[config.mk]
export PLATFORM = sky130hd
export DESIGN_NAME = flash_boot_seq
export DESIGN_NICKNAME = d
export VERILOG_FILES = /design/src/rtl/flash_boot_seq.sv
export SDC_FILE = /design/constraint.sdc
export NUM_CORES = 1
export LEC_CHECK = 0
export BUFFER_PORTS_ARGS = -buffer_cell sky130_fd_sc_hd__buf_4
export CAP_MARGIN = 15
export CORE_AREA = 5 5 42 44
export DETAILED_ROUTE_END_ITERATION = 16
export DIE_AREA = 0 0 47 49
export SLEW_MARGIN = 20
export SYNTH_ARGS = -nofsm -noshare
export SYNTH_HDL_FRONTEND = slang
export SYNTH_SLANG_ARGS = --single-unit
[constraint.sdc]
create_clock -name clk -period 2 [get_ports clk]
set_input_delay 0.4 -clock clk [delete_from_list [all_inputs] [get_ports clk]]
set_output_delay 0.4 -clock clk [all_outputs]
set_load 0.03 [all_outputs]
[src/rtl/flash_boot_seq.sv]
module flash_boot_seq #(
  parameter int RD_LAT = 4
) (
  input  logic       clk,
  input  logic       sys_rst,
  input  logic       cmd_busy,
  output logic       cfg_rd_req,
  output logic [1:0] cfg_rd_addr,
  output logic       ld_sec,
  output logic       ld_prot,
  output logic       ld_opt,
  output logic       ld_stat,
  output logic       cpu_hold,
  output logic       cmd_done,
  output logic       cmd_abort
);
  localparam int CW = $clog2(RD_LAT + 1);

  logic          run;
  logic [1:0]    widx;
  logic [CW-1:0] cnt;
  logic          rst_d;
  logic          hit;

  assign hit         = run & ~sys_rst & (cnt == CW'(RD_LAT));
  assign cfg_rd_req  = run & ~sys_rst & (cnt == '0);
  assign cfg_rd_addr = widx;
  assign ld_sec      = hit & (widx == 2'd0);
  assign ld_prot     = hit & (widx == 2'd1);
  assign ld_opt      = hit & (widx == 2'd2);
  assign ld_stat     = hit & (widx == 2'd3);

  always_ff @(posedge clk) begin
    if (sys_rst) begin
      run      <= 1'b1;
      widx     <= 2'd0;
      cnt      <= '0;
      cpu_hold <= 1'b1;
      cmd_done <= 1'b0;
    end else if (run) begin
      if (hit) begin
        cnt  <= '0;
        widx <= widx + 2'd1;
        if (widx == 2'd1) cpu_hold <= 1'b0;
        if (widx == 2'd3) begin
          run      <= 1'b0;
          cmd_done <= 1'b1;
        end
      end else begin
        cnt <= cnt + CW'(1);
      end
    end
  end

  always_ff @(posedge clk) begin
    rst_d     <= sys_rst;
    cmd_abort <= sys_rst & ~rst_d & cmd_busy;
  end


  ld_onehot_chk: assert property (@(posedge clk) disable iff (sys_rst)
    $onehot0({ld_sec, ld_prot, ld_opt, ld_stat}));


  hold_release_chk: assert property (@(posedge clk) disable iff (sys_rst)
    $fell(cpu_hold) |-> $past(ld_prot));


  done_rise_chk: assert property (@(posedge clk) disable iff (sys_rst)
    $rose(cmd_done) |-> $past(ld_stat));


  done_sticky_chk: assert property (@(posedge clk) disable iff (sys_rst)
    cmd_done |=> cmd_done);


  no_req_after_done_chk: assert property (@(posedge clk) disable iff (sys_rst)
    cmd_done |-> !cfg_rd_req);
endmodule

==> results of run 1 <==
## Yosys cell counts
cell type	number	area (um^2)
a21o_1	2	15.0
a21oi_1	3	15.0
a41oi_1	1	8.76
and2_1	4	25.0
and4b_1	1	10.0
buf_2	3	15.0
dfxtp_1	10	200
ha_1	6	75.1
inv_1	4	15.0
mux2i_1	1	10.0
nand2_1	3	11.3
nand2b_1	2	12.5
nand3_1	4	20.0
nand3b_1	1	7.51
nand4_1	1	6.26
nor2_1	4	15.0
nor4bb_1	1	10.0
o21ai_0	1	5.00
xnor2_1	1	8.76
## cells by family (layout without fill, tap and decap cells)
family	count (synthesis)	after routing
AND/OR/NAND/NOR	21	21
XOR/XNOR	1	1
adder cells (fa/ha/maj)	6	6
multiplexers	1	1
flip-flops	10	10
AO/OA/AOI/OAI	7	7
buffers and inverters	7	20
## state kept, by name, summed over array words and instances (netlist names)
register / cells
cfg_rd_addr: 2
cmd_abort: 1
cpu_hold: 1
cnt: 3
rst_d: 1
cmd_done: 1
run: 1
## per-layer routing
layer	wire, um	global-route usage	vias to the layer above
met5	0	0	-
met4	15	0.0691	0
met3	72	0.0443	2
met2	386	0.129	10
met1	392	0.111	176
li1	-	-	202
## cell type report
class	count	area, um^2
Fill cell	147	776
Timing Repair Buffer	12	90.1
Inverter	4	15.0
Multi-Input combinational cell	36	264
Clock buffer	4	36.3
Sequential cell	10	200
Tap cell	16	20.0
## path summary, 6_finish.rpt
check / start / endpoint
worst max-delay path: cnt[0] / ld_sec
worst min-delay path: sys_rst / rst_d
worst max register to register: cnt[0] / cfg_rd_addr[1]
worst min register to register: rst_d / cmd_abort
## through the flow
stage / setup WS [ns] / cells
after floorplan: 0.262 / 53
after global placement: 0.386 / 78
after detailed placement: 0.375 / 78
after CTS: 0.0717 / 82
after global routing: 0.0665 / 82
final: 0.143 / 82
## power by group through the flow
stage	clock, W	combinational (W)	sequential (W)
after floorplan	0	0.0000410	0.000220
after global placement	0	0.0000573	0.000219
after detailed placement	0	0.0000570	0.000220
after CTS	0.000187	0.0000573	0.000215
after global routing	0.000200	0.0000645	0.000216
final	0.000182	0.0000579	0.000215
## worst max-delay path, stage by stage, from the launching register on
cell	delay, ns
dfxtp_1	0.33
inv_1	0.08
ha_2	0.25
and4b_1	0.24
and2_1	0.14
buf_4	0.15
==> impl_metrics.py, run 1 <==
metrics = {
    "logic_synthesis": {
        "synth_seq_cells": 10,
        "yosys.area_share.adder": 0.155,
        "yosys_warnings": 0,
        "synth_cells": 53,
        "synthMuxAreaShare": 0.0206,
        "synth_fp_nets": 62,
        "synth_compound_area_frac": 0.0902,
        "synth_xor_area_frac": 0.0180,
        "avgSynthCellArea_um2": 9.16,
        "ys_seq_area_frac": 0.412,
        "synth_top_family_by_area": "simple AND/OR/NAND/NOR gates",
        "netlist_area_um2": 485,
        "synth_cell_types": 19,
        "synth_simple_gate_area_share": 0.242,
    },
    "global_routing": {
        "grt_max_degree": 13,
        "grt_first_pass_wirelength_mm": 1.57,
        "gr-usage-all-layers": 0.0946,
        "grt_overflow": 0,
        "antenna_found_initial": 0,
        "grt_pass1_vias": 382,
    },
    "detailed_routing": {
        "firstDrtPassIters": 4,
        "wl_per_cell_um": 10.6,
        "num_vias": 390,
        "viasPerCell": 4.76,
        "drt_iter0_drc": 4,
        "wl_um": 866,
        "ant_nets": 0,
        "drc": 0,
    },
    "timing": {
        "fmax_mhz": 538,
        "grt_setup_unrepaired": "no",
        "finClkSkew_ns": 0.000788,
        "setup_violations": 0,
        "worst_pin_slew_ns": 0.315,
        "min_period_ns": 1.86,
        "min_period_over_period": 0.929,
        "whs_ns": 0.334,
        "slew_headroom": 0.790,
        "final.setup.tns_ns": 0,
        "final_max_slew_viol_count": 0,
        "final-hold-violation-count": 0,
    },
    "power": {
        "peakVddDrop_v": 0.000369,
        "p_leak_nw": 0.287,
        "pwr-share-comb": 0.127,
        "total_power_w": 0.000455,
        "seqPwrFrac": 0.473,
        "switching_share": 0.244,
        "power.density_nw_per_um2": 727,
        "p_sw_w": 0.000111,
        "p_int_w": 0.000344,
        "clkPwrFrac": 0.400,
    },
    "place": {
        "dpl_cell_area_um2": 587,
        "dp_hpwl_um": 646,
        "place_congestion": 0.669,
        "port_buffers": 12,
    },
    "worst_setup_path": {
        "cp.required_ns": 1.60,
        "cp_max_fo": 8,
        "crit_path_end_kind": "primary output",
        "r2r_slack_ns": 0.85,
        "ff2ff_path_depth": 5,
        "crit_path_start_kind": "register",
        "crit_type": "reg -> out",
        "cp.arrival_ns": 1.46,
    },
    "clock_tree": {
        "root_buffer": "clkbuf_4",
        "insertion_delay_ns": 0.26,
        "post_cts_buffers": 0,
        "cts_tree": "built",
        "ctsHoldBuffers": 0,
        "clk_pin_slew_worst_paths_ns": 0.07,
        "cts_resized": 0,
        "numClockSinks": 10,
        "cts_buffers": 3,
        "cts_buffer_depth": 2,
        "htree_levels": 1,
    },
    "status": {
        "status": "finished clean",
    },
    "flow_run": {
        "drv_cap": 0,
    },
    "layout": {
        "final_nets": 76,
        "area_delta_synth_final_pct": 28.9,
        "layout_common_cells": "buf_4, dfxtp_1, ha_1",
        "drive_gt1_frac": 0.273,
        "post-route-util": 0.446,
        "layout_commonest_cell": "buf_4",
        "design_area_um2": 626,
        "diodes": 0,
    },
    "die": {
        "core.rowCount": 14,
        "dieArea_um2": 2300,
        "io_pins": 13,
        "die_h_um": 49,
        "die_w_um": 47,
        "start_util": 0.346,
        "coreArea_um2": 1400,
    },
    "hold_path": {
        "min-delay-path-class": "in -> reg",
        "worstHoldPathCells": 1,
    },
}
Power figures use the tool's default switching activity.
==> inputs of run 2 (changes only) <==
--- a/config.mk
+++ b/config.mk
@@ -8,8 +8,10 @@
 export BUFFER_PORTS_ARGS = -buffer_cell sky130_fd_sc_hd__buf_4
 export CAP_MARGIN = 15
 export CORE_AREA = 5 5 42 44
+export CTS_CLUSTER_DIAMETER = 60
 export DETAILED_ROUTE_END_ITERATION = 16
 export DIE_AREA = 0 0 47 49
+export GPL_TIMING_DRIVEN = 0
 export SLEW_MARGIN = 20
 export SYNTH_ARGS = -nofsm -noshare
 export SYNTH_HDL_FRONTEND = slang
==> impl_metrics.py, run 2 (synthesized netlist as in run 1, its figures left out) <==
metrics = {
    "die": {
        "die_h_um": 49,
        "die_w_um": 47,
        "core.rowCount": 14,
        "start_util": 0.346,
        "io_pins": 13,
        "coreArea_um2": 1400,
        "dieArea_um2": 2300,
    },
    "detailed_routing": {
        "viasPerCell": 4.85,
        "num_vias": 407,
        "wl_um": 923,
        "wl_per_cell_um": 11.0,
        "drt_iter0_drc": 0,
        "drc": 0,
        "firstDrtPassIters": 1,
        "ant_nets": 0,
    },
    "worst_setup_path": {
        "cp.arrival_ns": 1.48,
        "cp_slowest_cell": "dfxtp_1",
        "crit_path_end_kind": "primary output",
        "crit_type": "reg -> out",
        "cp_num_buf_inv": 2,
        "path_cells": "inv_1 -> ha_2 -> and4b_1 -> and2_1 -> buf_4",
        "cp_max_fo": 8,
        "crit_family": "simple AND/OR/NAND/NOR gates",
        "cp_slowest_stage_delay_ns": 0.33,
        "cp.required_ns": 1.60,
        "crit_path_start_kind": "register",
    },
    "clock_tree": {
        "root_buffer": "clkbuf_4",
        "clk_pin_slew_worst_paths_ns": 0.06,
        "insertion_delay_ns": 0.26,
        "cts_buffers": 3,
        "cts_buffer_depth": 2,
        "cts_tree": "built",
        "htree_levels": 1,
        "numClockSinks": 10,
        "ctsHoldBuffers": 0,
    },
    "timing": {
        "slew_headroom": 0.869,
        "setup_ws_ns": 0.123,
        "final-hold-violation-count": 0,
        "final.setup.tns_ns": 0,
        "final_max_slew_viol_count": 0,
        "worst_pin_slew_ns": 0.194,
        "finClkSkew_ns": 0.000584,
        "grt_setup_unrepaired": "no",
        "setup_violations": 0,
        "whs_ns": 0.260,
        "min_period_ns": 1.88,
        "min_period_over_period": 0.939,
        "fmax_mhz": 533,
    },
    "layout": {
        "final_nets": 79,
        "top_register": "cnt",
        "layout_common_cells": "buf_4, dfxtp_1, ha_1",
        "area_delta_synth_final_pct": 29.1,
        "diodes": 0,
        "drive_gt1_frac": 0.294,
        "layout_commonest_cell": "buf_4",
        "post-route-util": 0.447,
        "design_area_um2": 627,
        "largest_reg_flops": 3,
    },
    "power": {
        "p_leak_nw": 0.292,
        "switching_share": 0.252,
        "pwr-share-comb": 0.153,
        "p_int_w": 0.000304,
        "seqPwrFrac": 0.524,
        "power.density_nw_per_um2": 648,
        "p_sw_w": 0.000102,
        "peakVddDrop_v": 0.000247,
        "clkPwrFrac": 0.323,
    },
    "status": {
        "status": "finished clean",
    },
    "place": {
        "pre_cts_ws_ns": 0.345,
        "dp_hpwl_um": 689,
        "place_congestion": 0.698,
        "port_buffers": 12,
        "dpl_cell_area_um2": 602,
    },
    "hold_path": {
        "min-delay-path-class": "in -> reg",
    },
    "global_routing": {
        "grt_pass1_vias": 384,
        "grt_first_pass_wirelength_mm": 1.54,
        "grt_max_degree": 11,
        "gr-usage-all-layers": 0.0939,
        "antenna_found_initial": 0,
        "grt_overflow": 0,
    },
    "flow_run": {
        "drv_cap": 0,
    },
}
[run 2: path summary, 6_finish.rpt]
path | to | slack (ns) | from | cells after the start
max | ld_prot | 0.12 | cnt[0] | 5
min reg2reg | cmd_abort | 0.38 | rst_d | 1
max reg2reg | cfg_rd_addr[1] | 0.83 | cnt[0] | 5
min | rst_d | 0.26 | sys_rst | 1
[run 2: power by group through the flow]
| stage | combinational (W) | sequential (W) | clock [W] |
|---|---|---|---|
| final | 0.0000622 | 0.000213 | 0.000131 |
| after global routing | 0.0000689 | 0.000214 | 0.000149 |
| after CTS | 0.0000618 | 0.000213 | 0.000138 |
| after detailed placement | 0.0000610 | 0.000218 | 0 |
| after global placement | 0.0000602 | 0.000217 | 0 |
| after floorplan | 0.0000410 | 0.000220 | 0 |
[run 2: cell type report]
cell class	instances	area (um^2)
Clock buffer	3	22.5
Sequential cell	10	200
Inverter	4	15.0
Fill cell	149	774
Timing Repair Buffer	12	90.1
Tap cell	16	20.0
Multi-Input combinational cell	36	264
Buffer	3	15.0
[run 2: stage by stage]
| step | total power, W | std cells |
|---|---|---|
| 2_1_floorplan | 0.000261 | 53 |
| 6_report | 0.000406 | 84 |
| 3_5_place_dp | 0.000279 | 81 |
| 5_1_grt | 0.000432 | 84 |
| 4_1_cts | 0.000413 | 84 |
| 3_3_place_gp | 0.000277 | 81 |
[run 2: layer usage]
metal  share of wire  global-route usage
met3           0.086              0.0627
met2            0.49               0.136
met1            0.43              0.0976
met5               0                   0
met4               0              0.0553
[run 2: repair_timing]
action,4_1_cts,5_1_grt
gates resized for setup,0,1
buffers inserted,0,0
endpoints found under the setup margin,0,4
